===== config.mk =====
export PLATFORM = sky130hd
export DESIGN_NAME = sized_field_reader
export DESIGN_NICKNAME = d
export VERILOG_FILES = /design/src/rtl/sfr_pkg.sv /design/src/rtl/sfr_ctrl.sv /design/src/rtl/sfr_assemble.sv /design/src/rtl/sfr_extend.sv /design/src/rtl/sized_field_reader.sv
export SDC_FILE = /design/constraint.sdc
export NUM_CORES = 1
export LEC_CHECK = 0
export BUFFER_PORTS_ARGS = -buffer_cell sky130_fd_sc_hd__buf_2
export CAP_MARGIN = 20
export CORE_MARGIN = 5
export CORE_UTILIZATION = 56
export DETAILED_ROUTE_END_ITERATION = 16
export PLACE_DENSITY = 0.84
export SLEW_MARGIN = 20
export SYNTH_ARGS = -nofsm -noshare
export SYNTH_HDL_FRONTEND = slang
export SYNTH_SLANG_ARGS = --single-unit

===== constraint.sdc =====
create_clock -name clk -period 2.3 [get_ports clk]
set_input_delay 0.345 -clock clk [delete_from_list [all_inputs] [get_ports clk]]
set_output_delay 0.345 -clock clk [all_outputs]
set_load 0.005 [all_outputs]

===== src/rtl/sfr_pkg.sv =====
package sfr_pkg;
    typedef enum logic [1:0] {
        ST_IDLE    = 2'd0,
        ST_COLLECT = 2'd1,
        ST_DONE    = 2'd2
    } sfr_state_e;
endpackage


===== src/rtl/sfr_ctrl.sv =====
module sfr_ctrl
    import sfr_pkg::*;
#(
    parameter int IDX_W = 2
) (
    input  logic             clk,
    input  logic             rst_n,
    input  logic             cmd_valid,
    input  logic [IDX_W-1:0] cmd_len,
    input  logic             cmd_sign,
    input  logic             byte_valid,
    output logic             cmd_ready,
    output logic             byte_ready,
    output logic             accept,
    output logic             take,
    output logic [IDX_W-1:0] lane_idx,
    output logic [IDX_W-1:0] len_q,
    output logic             sign_q,
    output logic             done
);
    sfr_state_e state, state_nx;

    // state register and operand latches
    always_ff @(posedge clk) begin
        if (!rst_n) begin
            state    <= ST_IDLE;
            lane_idx <= '0;
            len_q    <= '0;
            sign_q   <= 1'b0;
        end else begin
            state <= state_nx;
            if (accept) begin
                lane_idx <= '0;
                len_q    <= cmd_len;
                sign_q   <= cmd_sign;
            end else if (take) begin
                lane_idx <= lane_idx + 1'b1;
            end
        end
    end

    // next state and outputs
    always_comb begin
        state_nx   = state;
        cmd_ready  = 1'b0;
        byte_ready = 1'b0;
        done       = 1'b0;
        unique case (state)
            ST_IDLE: begin
                cmd_ready = 1'b1;
                if (cmd_valid) state_nx = ST_COLLECT;
            end
            ST_COLLECT: begin
                byte_ready = 1'b1;
                if (byte_valid && lane_idx == len_q) state_nx = ST_DONE;
            end
            ST_DONE: begin
                done     = 1'b1;
                state_nx = ST_IDLE;
            end
            default: state_nx = ST_IDLE;
        endcase
        accept = cmd_ready && cmd_valid;
        take   = byte_ready && byte_valid;
    end
endmodule


===== src/rtl/sfr_assemble.sv =====
module sfr_assemble #(
    parameter int BYTE_W = 8,
    parameter int LANES  = 4,
    parameter int IDX_W  = 2
) (
    input  logic                      clk,
    input  logic                      rst_n,
    input  logic                      clear,
    input  logic                      take,
    input  logic [IDX_W-1:0]          lane_idx,
    input  logic [BYTE_W-1:0]         data_in,
    output logic [BYTE_W*LANES-1:0]   field
);
    for (genvar i = 0; i < LANES; i++) begin : g_lane
        localparam logic [IDX_W-1:0] LANE_ID = IDX_W'(i);
        always_ff @(posedge clk) begin
            if (!rst_n || clear) begin
                field[i*BYTE_W +: BYTE_W] <= '0;
            end else if (take && lane_idx == LANE_ID) begin
                field[i*BYTE_W +: BYTE_W] <= data_in;
            end
        end
    end
endmodule


===== src/rtl/sfr_extend.sv =====
module sfr_extend #(
    parameter int BYTE_W = 8,
    parameter int LANES  = 4,
    parameter int IDX_W  = 2
) (
    input  logic [BYTE_W*LANES-1:0] field,
    input  logic [IDX_W-1:0]        len,
    input  logic                    sign,
    output logic [BYTE_W*LANES-1:0] result,
    output logic                    carry,
    output logic                    zero
);
    // pick the top bit of the highest lane that was read
    always_comb begin
        carry = 1'b0;
        for (int i = 0; i < LANES; i++) begin
            if (len == IDX_W'(i)) carry = field[i*BYTE_W + BYTE_W - 1];
        end
    end

    for (genvar i = 0; i < LANES; i++) begin : g_fill
        localparam logic [IDX_W-1:0] LANE_ID = IDX_W'(i);
        assign result[i*BYTE_W +: BYTE_W] = (LANE_ID <= len) ?
            field[i*BYTE_W +: BYTE_W] : {BYTE_W{sign & carry}};
    end

    assign zero = (result == '0);
endmodule


===== src/rtl/sized_field_reader.sv =====
module sized_field_reader #(
    parameter int BYTE_W = 8,
    parameter int LANES  = 4,
    localparam int IDX_W  = $clog2(LANES),
    localparam int CTRL_W = IDX_W + 1,
    localparam int DATA_W = BYTE_W * LANES
) (
    input  logic              clk,
    input  logic              rst_n,
    input  logic              cmd_valid,
    output logic              cmd_ready,
    input  logic [CTRL_W-1:0] cmd_ctrl,
    input  logic              byte_valid,
    output logic              byte_ready,
    input  logic [BYTE_W-1:0] byte_data,
    output logic              res_valid,
    output logic [DATA_W-1:0] res_data,
    output logic              res_carry,
    output logic              res_zero
);
    logic             accept, take, sign_q;
    logic [IDX_W-1:0] lane_idx, len_q;
    logic [DATA_W-1:0] field;

    sfr_ctrl #(.IDX_W(IDX_W)) u_ctrl (
        .clk        (clk),
        .rst_n      (rst_n),
        .cmd_valid  (cmd_valid),
        .cmd_len    (cmd_ctrl[IDX_W-1:0]),
        .cmd_sign   (cmd_ctrl[IDX_W]),
        .byte_valid (byte_valid),
        .cmd_ready  (cmd_ready),
        .byte_ready (byte_ready),
        .accept     (accept),
        .take       (take),
        .lane_idx   (lane_idx),
        .len_q      (len_q),
        .sign_q     (sign_q),
        .done       (res_valid)
    );

    sfr_assemble #(.BYTE_W(BYTE_W), .LANES(LANES), .IDX_W(IDX_W)) u_asm (
        .clk      (clk),
        .rst_n    (rst_n),
        .clear    (accept),
        .take     (take),
        .lane_idx (lane_idx),
        .data_in  (byte_data),
        .field    (field)
    );

    sfr_extend #(.BYTE_W(BYTE_W), .LANES(LANES), .IDX_W(IDX_W)) u_ext (
        .field  (field),
        .len    (len_q),
        .sign   (sign_q),
        .result (res_data),
        .carry  (res_carry),
        .zero   (res_zero)
    );
endmodule


# Word level (Yosys, flattened, before mapping)
# Cells that the tools add are included.
totals:
  n_memories: 0
  output_inout_bits: 37
  ram_bits: 0
  word_cells: 55
  latch_bits: 0
  rom_bits: 0
  regBits: 39
classes:
  reduce_logical: 15
  n_addsub: 1
  n_eq_ne: 11
  n_shift: 0
  n_bitwise: 2
  mul: 0
  mux: 14
  div: 0
  order_cmp: 4
ops:
  columns: ["op", "count"]
  rows:
  - ["$logic_not A32 Y1", 1]
  - ["$mux W8", 4]
  - ["$eq A2 B2 Y1 const B", 5]
  - ["$logic_and A1 B1 Y1", 7]
  - ["$mux W1", 7]
  - ["$eq A2 B1 Y1 const B", 3]
  - ["$logic_not A2 Y1", 3]
  - ["$le A1 B2 Y1 const A", 2]
  - ["$le A2 B2 Y1 const A", 2]
  - ["$mux W2", 2]
  - ["$pmux W2 S2", 1]
  - ["$add A2 B1 Y2 const B", 1]
  - ["$eq A2 B2 Y1", 1]
  - ["$ne A2 B1 Y1 const B", 1]
  - ["$ne A2 B2 Y1 const B", 1]
  - ["$reduce_and A2 Y1", 1]
  - ["$reduce_or A2 Y1", 1]
  - ["$and A1 B1 Y1", 1]
  - ["$logic_not A1 Y1", 1]
  - ["$logic_or A1 B1 Y1", 1]
  - ["$not A1 Y1", 1]

# Depth between registers and ports, before layout
# Gate-level depths: netlist of run 1.
logic_depth:
  word_depth: 8
  mapped_depth: 7
  mapped_depth_nobuf: 5

# Hierarchy
# A second synthesis of run 1 with hierarchy kept.
hier_totals:
  cells_unflattened: 228
  area_unflattened_um2: 2107.0
by_module_without_submodules:
  columns: ["mod", "area_each_um2", "instances", "cells_each"]
  rows:
  - ["sfr_assemble", 1357.6, 1, 122]
  - ["sfr_extend", 439.2, 1, 75]
  - ["sfr_ctrl", 310.3, 1, 31]

# Worst setup path before layout of run 1
# OpenSTA, ideal clock, no wires.
synth_path:
  path_kind: "register to output"
  startpoint: "register u_asm.field[11]"
  endpoint: "output res_zero"
  required_time_ns: 1.955
  setup_slack_ns: 0.546
  path_buffers: 0
  path_stages_with_launch: 5
  arrival_time_ns: 1.409
  path_cell_list: "dfxtp_1 -> or4_1 -> nor2_1 -> nand4_1 -> a2111oi_2"
synth_via:
  elab_chain_len: 2
synth_lines:
  columns: ["element", "line_no", "source"]
  rows:
  - ["start: declaration", "sfr_assemble.sv:12", "output logic [BYTE_W*LANES-1:0] field"]
  - ["start signal: indexed assignment", "sfr_assemble.sv:20", "field[i*BYTE_W +: BYTE_W] <= data_in;"]
  - ["$mux W8", "sfr_extend.sv:23", "assign result[i*BYTE_W +: BYTE_W] = (LANE_ID <= len) ?"]
  - ["$logic_not A32 Y1", "sfr_extend.sv:27", "assign zero = (result == '0);"]
  - ["end: declaration", "sized_field_reader.sv:19", "output logic res_zero"]
# Every way passes these cells.

# Worst setup path after layout of run 1
layout_path:
  startpoint: "register u_asm.field[15]"
  endpoint: "output res_zero"
layout_via:
  elab_chain_len: 6
  word_cells_on_any_way: 9
layout_lines:
  columns: ["element", "line_no", "source"]
  rows:
  - ["$mux W1 (3 in series)", "sfr_extend.sv:17", "if (len == IDX_W'(i)) carry = field[i*BYTE_W + BYTE_W - 1];"]
  - ["$and A1 B1 Y1", "sfr_extend.sv:24", "field[i*BYTE_W +: BYTE_W] : {BYTE_W{sign & carry}};"]
  - ["$mux W8", "sfr_extend.sv:23", null]
  - ["$logic_not A32 Y1 *", "sfr_extend.sv:27", null]
# Mark *: on every way between the ends. The rest lies on a longest branch, timed or not.

==> results of run 1 <==
placed cells by master, fill, tap and decap left out, drive strengths merged, types with 6 or more instances in the layout:
cell	Yosys	layout
mux2i	6	6
dfxtp	39	39
clkbuf	7	6
and2	7	7
a21o	6	6
nand2	98	98
buf	17	56
a21oi	33	33
o21ai	9	9
nor2	12	12
what timing repair did:
action                                  in CTS  in global routing
buffers inserted                             1                  0
endpoints found under the setup margin       1                  1
gates resized for setup                      5                  0
pin swaps                                    2                  0
final cells by class:
class                   count  area share [%]
repair buffers             56            13.2
inverters                   3           0.507
multi-input cells         197            45.3
well taps                  46            2.59
clock buffers               6            1.86
clock inverters             1            1.35
flip-flops and latches     39            35.2
cells by family after synthesis:
logic type / after synthesis / share of synthesized area, %
and+or+nand+nor: 131 / 28.6
AOI/OAI and AO/OA: 53 / 15.8
DFF: 39 / 40.6
buffers and inverters: 27 / 7.94
muxes: 6 / 3.12
adders and majority gates: 4 / 2.60
xor gates and xnor gates: 3 / 1.37
worst min-delay path, stage by stage:
cell and delay (ns):
buf_2 0.07, mux2i_1 0.05, nor2_1 0.07
cells in the mapped netlist (4+ instances only):
| library cell | instances | area share (%) |
|---|---|---|
| dfxtp_1 | 39 | 41 |
| clkbuf_1 | 7 | 1.4 |
| a21o_1 | 6 | 2.3 |
| mux2i_1 | 6 | 3.1 |
| buf_4 | 8 | 3.1 |
| buf_2 | 5 | 1.3 |
| nand2_1 | 98 | 19 |
| nor4_1 | 4 | 1.3 |
| a21oi_1 | 33 | 8.6 |
| o21ai_0 | 8 | 2.1 |
| ha_1 | 4 | 2.6 |
| and2_1 | 6 | 2.0 |
| nor2_1 | 12 | 2.3 |
worst max-delay path by stage:
stage                                            start  slack, ns  endpoint
after floorplan           u_asm.field[11]$_SDFFE_PP0P_       0.55  res_zero
after global routing      u_asm.field[15]$_SDFFE_PP0P_      -0.08  res_zero
after global placement    u_asm.field[15]$_SDFFE_PP0P_       0.33  res_zero
after CTS                 u_asm.field[15]$_SDFFE_PP0P_      0.005  res_zero
after detailed placement  u_asm.field[15]$_SDFFE_PP0P_       0.31  res_zero
final                     u_asm.field[15]$_SDFFE_PP0P_       0.02  res_zero
stage by stage:
| step | instances | setup slack, ns | instance area (um^2) | TNS (ns) | utilization, % |
|---|---|---|---|---|---|
| 2_1_floorplan | 263 | 0.546 | 1920 | 0 | - |
| 3_3_place_gp | 340 | 0.329 | 2120 | 0 | 63.7 |
| 3_5_place_dp | 340 | 0.310 | 2120 | 0 | 63.7 |
| 4_1_cts | 348 | 0.00535 | 2220 | 0 | 66.5 |
| 5_1_grt | 348 | -0.0766 | 2220 | -0.0766 | 66.5 |
| 6_report | 348 | 0.0175 | 2220 | 0 | 66.5 |
power breakdown:
group / internal [mW] / total [mW] / switching, mW
Clock: 0.224 / 0.435 / 0.211
Sequential: 0.687 / 0.702 / 0.0152
Combinational: 0.0537 / 0.132 / 0.0785
Total: 0.965 / 1.27 / 0.305
flip-flops by register name (all words and copies together) (netlist names):
name and cells:
u_asm.field 32, u_ctrl.lane_idx 2, u_ctrl.state 2, u_ctrl.sign_q 1, u_ctrl.len_q 2
metal layers:
layer	track usage, %	up-vias
li1	-	935
met1	28.9	816
met2	36.1	64
met3	4.38	10
met4	5.71	0
met5	0	-
==> key figures, run 1 <==
Hold path
  • Worst Hold Class: input port to register
  • Hold path endpoint: u_ctrl.len_q[1]$_SDFFE_PN0P_
  • Worst Min Path Start: cmd_ctrl[1]
  • Hold path cells: 3

Worst setup path
  • Reg2reg end: u_asm.field[22]$_SDFFE_PP0P_
  • CP top delay family: simple AND/OR/NAND/NOR gates
  • WP depth: 5
  • Critical path's slowest cell: or4_4
  • Crit Reg-Reg Startpoint: u_ctrl.state[0]$_SDFFE_PN0P_
  • Slowest stage delay, CP: 0.54 ns
  • Critical path arrival: 1.94 ns
  • Kind of end point of the critical path: output port
  • R2R Setup Slk: 0.64 ns
  • CP Buf/Inv Count: 1
  • CP max FO: 2
  • CP Class: register to output port
  • Worst setup SP type: register
  • Crit-path cells: or4_4, nor2_4, a21boi_0, a2111oi_2, buf_2
  • Required @ worst endpoint: 1.96 ns
  • Worst Reg-to-Reg Cells: 5

Timing
  • # setup viols final: 0
  • Worst relative slew slack: a little under two thirds
  • Hold Slack: between 0.2 and 0.25 ns
  • FMAX: approximately 440 MHz
  • Worst slew pin tran: 0.548 ns
  • Period minus WS final: 2.28 ns
  • RSZ-0062 raised after global routing: yes
  • Final hold viol count: 0
  • Final setup skew: around 0.018 ns
  • Fin crit share: 99.2%
  • Max-slew violations: 0

Outcome
  • Outcome: finished, final reports clean

Synth
  • Ys Warns: 0
  • Synth cell types: 30
  • Post-synthesis sequential area ratio: 40.6%
  • Syn_nets: 282
  • Async SR Flop Fraction: 0%
  • Synth Flop Type: dfxtp_1
  • Post-synthesis cell count: ~260
  • EDFF count, synth: 0
  • Syn Std Cell Area: around 0.0019 mm^2
  • Seq cells post-synth: 39
  • Mean Syn Cell Area: 7.31 um^2

Drt
  • # DRC: 0
  • WL final: around 4700 um
  • Drt pass-1 iters: 4
  • WL met2: 2250 um
  • Routed length per instance: ~13 um
  • Post-route ant nets: 0
  • Starting DRT DRC Count: 91
  • Uppermost routed layer: met4
  • Via density: 5.24
  • M1 wire length: 2030 um
  • Vias: 1,825
  • Metal3 WL: 339 um

Cells and area
  • Layout cell share with drive strength beyond 1: 22.5%
  • Area growth syn-to-layout: 15.4%
  • Fill count: around 310
  • Storage cell area: approximately 780 um^2
  • Area of the multi-input gates: 0.00100 mm^2
  • # diodes: 0
  • Layout net count: 321

Floorplan
  • Starting Density: about 58%
  • Core footprint: 0.00334 mm^2
  • Die ar.: 0.00471 mm^2
  • Cell row count: 21
  • Die X: about 69 um
  • I/O pin count: 52
  • Die height: approximately 69 um

Clock tree
  • Clock Latency Late Sink: 0.34 ns
  • CTS H-Tree Depth: 2
  • Clk slew on worst S/H paths: 0.12 ns
  • Clock Path Buffers: 2
  • CTS tree: built
  • CTS root buf: clkbuf_4
  • Inserted Clock Buffers: 5
  • # hold bufs at CTS: 0
  • Total clock sinks: 39

Global route
  • Grt total ovfl: 0
  • Vias in the first global route: 1,696
  • Antenna violations before repair: 0
  • First-pass GRT wire length: around 7800 um
  • Pin count of the biggest net entering global routing: 17
  • GRT Util Overall: 21.9%

Job
  • Max-cap violation count: 0

Power and ir drop
  • Power, Total: 1.27 mW
  • PD cells: 572 mW/mm^2
  • Peak VDD IR: 0.000432 V
  • Lkg Pwr: 1.07 nW

Placement
  • Gpl congestion: 0.867
  • Port buffer count: 51
  • Hpwl dp: 3460 um
(Power assumes the default switching activity.)
==> inputs of run 2 (changes only) <==
- CORE_MARGIN: 5 -> 3
==> run 2 against run 1 <==
Compared with the run above:
- the run now ends with negative setup slack left
- first-iteration DRC count grew 3.3%
- hold slack worse by 0.0047 ns
- routed wire length decreased by 2.4%
- final cell count down 1.1%
- critical path type unchanged
- largest power group unchanged
==> key figures, run 2 (synthesized netlist as in run 1, its figures left out) <==
Outcome
  • Outcome: finished, violations left
  • Failing checks: negative setup slack

Drt
  • Via density: 5.31 (+1.2%)
  • Drt pass-1 iters: 4 (unchanged)
  • Post-route ant nets: 0 (unchanged)
  • Starting DRT DRC Count: 94 (+3.3%)
  • Vias: 1,825 (unchanged)
  • WL final: 4570 um (-2.4%)
  • # DRC: 0 (unchanged)
  • Routed length per instance: 13.3 um (-1.3%)

Floorplan
  • Core footprint: 0.00315 mm^2 (-5.5%)
  • Die X: 64.6 um (-5.8%)
  • I/O pin count: 52 (unchanged)
  • Cell row count: 20 (-4.8%)
  • Starting Density: 61.0% (+3.4 points)
  • Die height: 64.6 um (-5.8%)
  • Die ar.: 0.00417 mm^2 (-11%)

Power and ir drop
  • Lkg Pwr: 1.06 nW (-0.97%)
  • Peak VDD IR: 0.000355 V (-18%)
  • PD cells: 540 mW/mm^2 (-5.6%)
  • Power, Total: 1.19 mW (-6.2%)

Timing
  • Fin crit share: 101% (+1.5 points)
  • FMAX: 431 MHz (-1.5%)
  • # setup viols final: 1 (+1)
  • Setup TNS: -0.0177 ns (-0.0177 ns)
  • Final hold viol count: 0 (unchanged)
  • Period minus WS final: 2.32 ns (+0.0352 ns)
  • Final worst-path setup slack: -0.0177 ns (-0.0352 ns)
  • Max-slew violations: 0 (unchanged)
  • Worst slew pin tran: 0.505 ns (-0.0433 ns)
  • RSZ-0062 raised after global routing: yes
  • Worst relative slew slack: 66.0% (+2.6 points)
  • Final setup skew: 0.0117 ns (-0.00623 ns)

Cells and area
  • Layout cell share with drive strength beyond 1: 23.0% (+0.48 points)
  • Storage cell area: 783 um^2 (+0.16%)
  • Area of the multi-input gates: 0.00102 mm^2 (+1.6%)
  • Most common cell after layout, fill and taps aside: nand2_1
  • Reg with most FFs: u_asm.field
  • Max FFs per register: 32 (unchanged)
  • Area growth syn-to-layout: 14.6%
  • Fill count: 295 (-5.1%)
  • Post-route insts no fill: 344 (-1.1%)
  • Finished Cell Area: 0.00220 mm^2 (-0.68%)
  • Post-layout util: 69.9% (+3.4 points)
  • # diodes: 0 (unchanged)
  • Most frequent cells in the layout: nand2_1 (98), buf_2 (51), dfxtp_1 (37), a21oi_1 (33), nor2_1 (11)
  • Layout net count: 319 (-0.62%)

Clock tree
  • CTS tree: built
  • CTS H-Tree Depth: 2 (unchanged)
  • Inserted Clock Buffers: 5 (unchanged)
  • Post-CTS Setup Bufs: 0 (-1)
  • Total clock sinks: 39 (unchanged)
  • Clock Latency Late Sink: 0.34 ns (about the same)
  • CTS root buf: clkbuf_4
  • # hold bufs at CTS: 0 (unchanged)
  • Clock Path Buffers: 2 (unchanged)
  • Clk slew on worst S/H paths: 0.10 ns (-0.02 ns)

Worst setup path
  • Kind of end point of the critical path: output port
  • Worst Reg-to-Reg Cells: 4 (-1)
  • CP Class: register to output port
  • CP max FO: 4 (+2)
  • Required @ worst endpoint: 1.96 ns (about the same)
  • Critical path arrival: 1.97 ns (+0.03 ns)
  • Worst setup SP type: register

Global route
  • GRT Util Overall: 23.2% (+1.4 points)
  • M3 GR Usage: 5.20% (+0.82 points)
  • Antenna violations before repair: 0 (unchanged)
  • First-pass GRT wire length: 7490 um (-3.5%)
  • Vias in the first global route: 1,616 (-4.7%)
  • Grt total ovfl: 0 (unchanged)
  • Layer with the highest usage: met2
  • Pin count of the biggest net entering global routing: 35 (+18)
  • Global Route met2 Usage: 38.3% (+2.2 points)
  • Met1 GRT Util: 30.2% (+1.3 points)

Hold path
  • Worst Hold Class: input port to register
  • Hold path cells: 3 (unchanged)

Placement
  • Hpwl dp: 3330 um (-3.6%)
  • Gpl congestion: 0.889 (+2.5%)
  • Post-placement cell count: 337 (-0.88%)
  • Port buffer count: 51 (unchanged)
  • Post-DP Area: 0.00211 mm^2 (-0.47%)

Job
  • Max-cap violation count: 0 (unchanged)
## run 2: changes by cell type in the layout (fill, tap and decap cells not counted), sizes merged
cell	before	now
buf	56	54
bufinv	1	0
clkinv	0	1
## run 2: path summary, 6_finish.rpt
check                           slack, ns                         start                           end
worst max-delay path                -0.02  u_asm.field[15]$_SDFFE_PP0P_                      res_zero
worst min-delay path                 0.24                   cmd_ctrl[2]    u_ctrl.sign_q$_SDFFE_PN0P_
worst max register to register       0.70  u_ctrl.len_q[1]$_SDFFE_PN0P_  u_ctrl.state[0]$_SDFFE_PN0P_
worst min register to register       0.47  u_asm.field[10]$_SDFFE_PP0P_  u_asm.field[10]$_SDFFE_PP0P_
## run 2: timing repair
item	in CTS	in global routing
hold endpoints to repair	0	0
gates resized for setup	7	2
setup endpoints to repair	1	2
pin swaps	3	1
## run 2: stage by stage
stage          setup slack (ns)  hold slack, ns
3_5_place_dp              0.299           0.458
4_1_cts                0.000203           0.236
2_1_floorplan             0.546           0.440
6_report                -0.0177           0.237
5_1_grt                 -0.0915           0.260
3_3_place_gp              0.333           0.450
## run 2: critical path, stage by stage (launching register included)
cell       delay (ns)
dfxtp_2          0.35
or4_4            0.55
nor2_4           0.13
nand4_1          0.13
a2111oi_4        0.32
buf_2            0.16
## run 2: where the power goes
part / internal, mW / switching [mW] / total [mW]
Combinational: 0.0546 / 0.0818 / 0.136
Sequential: 0.687 / 0.0143 / 0.701
Clock: 0.142 / 0.211 / 0.353
Total: 0.883 / 0.307 / 1.19
## run 2: cell type report
cell class | instances | share of cell area (%)
clock buffers | 6 | 2.33
clock inverters | 1 | 0.227
inverters | 3 | 0.511
multi-input cells | 197 | 46.3
flip-flops and latches | 39 | 35.5
well taps | 44 | 2.50
repair buffers | 54 | 12.6
## run 2: per-layer routing
layer | share of wire (%) | wire length [um]
met5 | 0 | 0
met4 | 1.2 | 56
met3 | 8.5 | 390
met2 | 48 | 2190
met1 | 42 | 1930
==> inputs of run 3 (changes only) <==
==> constraint.sdc (replaced) <==
create_clock -name clk -period 2.3 [get_ports clk]
set_input_delay 0.46 -clock clk [delete_from_list [all_inputs] [get_ports clk]]
set_output_delay 0.46 -clock clk [all_outputs]
set_load 0.005 [all_outputs]
==> run 3 against run 2 <==
Compared with the run above:
- the flow still finishes with violations (negative setup slack)
- clock power is 6.8% lower
- sequential share of layout area hardly changed
- core utilization is 0.20 points higher
- clock skew is 0.0038 ns higher
- count of clock-buffer cells in the layout is 1 higher
- maximum frequency is 4.0% lower
- final cell count is 0.58% higher
- setup slack worse by 0.097 ns
- routed wire length is 2.6% higher
- die area stayed put
- via count is 1.2% higher
- largest power group unchanged
==> key figures, run 3 (synthesized netlist as in run 1, its figures left out) <==
Outcome
  • Outcome: finished, violations left
  • Failing checks: negative setup slack

Global route
  • First-pass GRT wire length: 7400 um (-1.2%)
  • Pin count of the biggest net entering global routing: 35 (unchanged)
  • Vias in the first global route: 1,618 (+0.12%)
  • Antenna violations before repair: 0 (unchanged)
  • GRT Util Overall: 22.6% (-0.61 points)
  • Grt total ovfl: 0 (unchanged)

Worst setup path
  • CP startpoint: u_asm.field[15]$_SDFFE_PP0P_
  • R2R Setup Slk: 0.81 ns (+0.11 ns)
  • Kind of end point of the critical path: output port
  • Crit Reg-Reg Startpoint: u_ctrl.state[0]$_SDFFE_PN0P_
  • Critical path arrival: 1.95 ns (-0.02 ns)
  • CP max FO: 2 (-2)
  • Reg2reg end: u_asm.field[16]$_SDFFE_PP0P_
  • Worst setup SP type: register
  • Required @ worst endpoint: 1.84 ns (-0.12 ns)
  • Worst Reg-to-Reg Cells: 4 (unchanged)
  • CP Class: register to output port

Timing
  • FMAX: 414 MHz (-4.0%)
  • Max-slew violations: 0 (unchanged)
  • RSZ-0062 raised after global routing: yes
  • Worst slew pin tran: 0.519 ns (+0.0142 ns)
  • Final setup skew: 0.0154 ns (+0.00375 ns)
  • Period minus WS final: 2.41 ns (+0.0972 ns)
  • Setup TNS: -0.115 ns (-0.0972 ns)
  • Worst relative slew slack: 65.1% (-0.95 points)
  • Final hold viol count: 0 (unchanged)
  • Final worst-path setup slack: -0.115 ns (-0.0972 ns)
  • Fin crit share: 105% (+4.2 points)
  • # setup viols final: 1 (unchanged)

Drt
  • Post-route ant nets: 0 (unchanged)
  • Vias: 1,846 (+1.2%)
  • Drt pass-1 iters: 6 (+2)
  • Via density: 5.34 (+0.57%)
  • WL final: 4690 um (+2.6%)
  • # DRC: 0 (unchanged)
  • Routed length per instance: 13.5 um (+2.0%)
  • Starting DRT DRC Count: 97 (+3.2%)

Power and ir drop
  • Peak VDD IR: 0.000497 V (+40%)
  • Power, Total: 1.17 mW (-1.9%)
  • PD cells: 528 mW/mm^2 (-2.2%)
  • Lkg Pwr: 1.06 nW (about the same)

Clock tree
  • CTS H-Tree Depth: 2 (unchanged)
  • CTS tree: built
  • Clock Latency Late Sink: 0.33 ns (about the same)
  • Inserted Clock Buffers: 5 (unchanged)
  • Clk slew on worst S/H paths: 0.12 ns (+0.02 ns)
  • Total clock sinks: 39 (unchanged)
  • Clock Path Buffers: 2 (unchanged)
  • CTS root buf: clkbuf_4

Cells and area
  • Most frequent cells in the layout: nand2_1 (98), buf_2 (51), dfxtp_1 (36), a21oi_1 (33), nor2_1 (11)
  • Post-layout util: 70.1% (+0.20 points)
  • Fill count: 297 (+0.68%)
  • # diodes: 0 (unchanged)
  • Most common cell after layout, fill and taps aside: nand2_1
  • Layout cell share with drive strength beyond 1: 23.5% (+0.51 points)
  • Area of the multi-input gates: 0.00102 mm^2 (+0.37%)
  • Max FFs per register: 32 (unchanged)
  • Layout net count: 320 (+0.31%)
  • Area growth syn-to-layout: 15.0%
  • Storage cell area: 785 um^2 (+0.16%)
  • Reg with most FFs: u_asm.field

Hold path
  • Hold path cells: 3 (unchanged)
  • Hold path endpoint: u_ctrl.len_q[1]$_SDFFE_PN0P_
  • Worst Hold Class: input port to register
  • Worst Min Path Start: cmd_ctrl[1]

Floorplan
  • Core footprint: 0.00315 mm^2 (unchanged)
  • Die ar.: 0.00417 mm^2 (unchanged)
  • Cell row count: 20 (unchanged)
  • Die X: 64.6 um (unchanged)
  • Die height: 64.6 um (unchanged)
  • Starting Density: 61.0% (unchanged)
  • I/O pin count: 52 (unchanged)

Placement
  • Port buffer count: 51 (unchanged)
  • Gpl congestion: 0.884 (-0.54%)
  • Hpwl dp: 3360 um (+0.61%)

Job
  • Max-cap violation count: 0 (unchanged)
[run 3: power by group]
part	total, mW	switching (mW)	internal [mW]
Combinational	0.135	0.0804	0.0550
Clock	0.329	0.209	0.119
Sequential	0.703	0.0158	0.687
Total	1.17	0.305	0.862
[run 3: worst max path at each step]
stage               end  slack, ns  cells after the start
6_report       res_zero      -0.11                      5
5_1_grt        res_zero      -0.17                      5
4_1_cts        res_zero      -0.09                      5
3_5_place_dp   res_zero       0.20                      5
3_3_place_gp   res_zero       0.22                      5
2_1_floorplan  res_zero       0.43                      4
[run 3: area by class of cell]
cell class | count | share of cell area (%)
multi-input cells | 197 | 46.3
flip-flops and latches | 39 | 35.5
clock buffers | 7 | 2.04
well taps | 44 | 2.49
inverters | 3 | 0.509
clock inverters | 1 | 0.226
repair buffers | 55 | 12.9
[run 3: routing by layer]
| metal | up-vias | GRT usage (%) | share of wire [%] | routed length, um |
|---|---|---|---|---|
| li1 | 932 | - | - | - |
| met1 | 826 | 30.2 | 44 | 2050 |
| met2 | 81 | 37.8 | 46 | 2160 |
| met3 | 7 | 3.29 | 8.6 | 402 |
| met4 | 0 | 6.86 | 1.6 | 76 |
| met5 | - | 0 | 0 | 0 |
[run 3: worst max-delay path: stages, from the launching register on]
cell and delay, ns:
dfxtp_2 0.34, or4_4 0.54, nor2_4 0.12, nand4_1 0.13, a2111oi_4 0.33, buf_2 0.16
[run 3: timing repair]
action                                  in CTS  in global routing
endpoints found under the setup margin       1                 17
pin swaps                                    2                  1
gates resized for setup                      6                  5
hold buffers                                 0                  0
setup buffers                                1                  0
hold endpoints to repair                     0                  0
[run 3: through the flow]
stage          std cells  setup WS [ns]  hold WS (ns)  cell area, um^2
2_1_floorplan        263          0.431         0.440             1920
3_3_place_gp         337          0.218         0.454             2110
3_5_place_dp         337          0.197         0.459             2110
4_1_cts              346        -0.0856         0.362             2190
5_1_grt              346         -0.171         0.390             2210
6_report             346         -0.115         0.364             2210
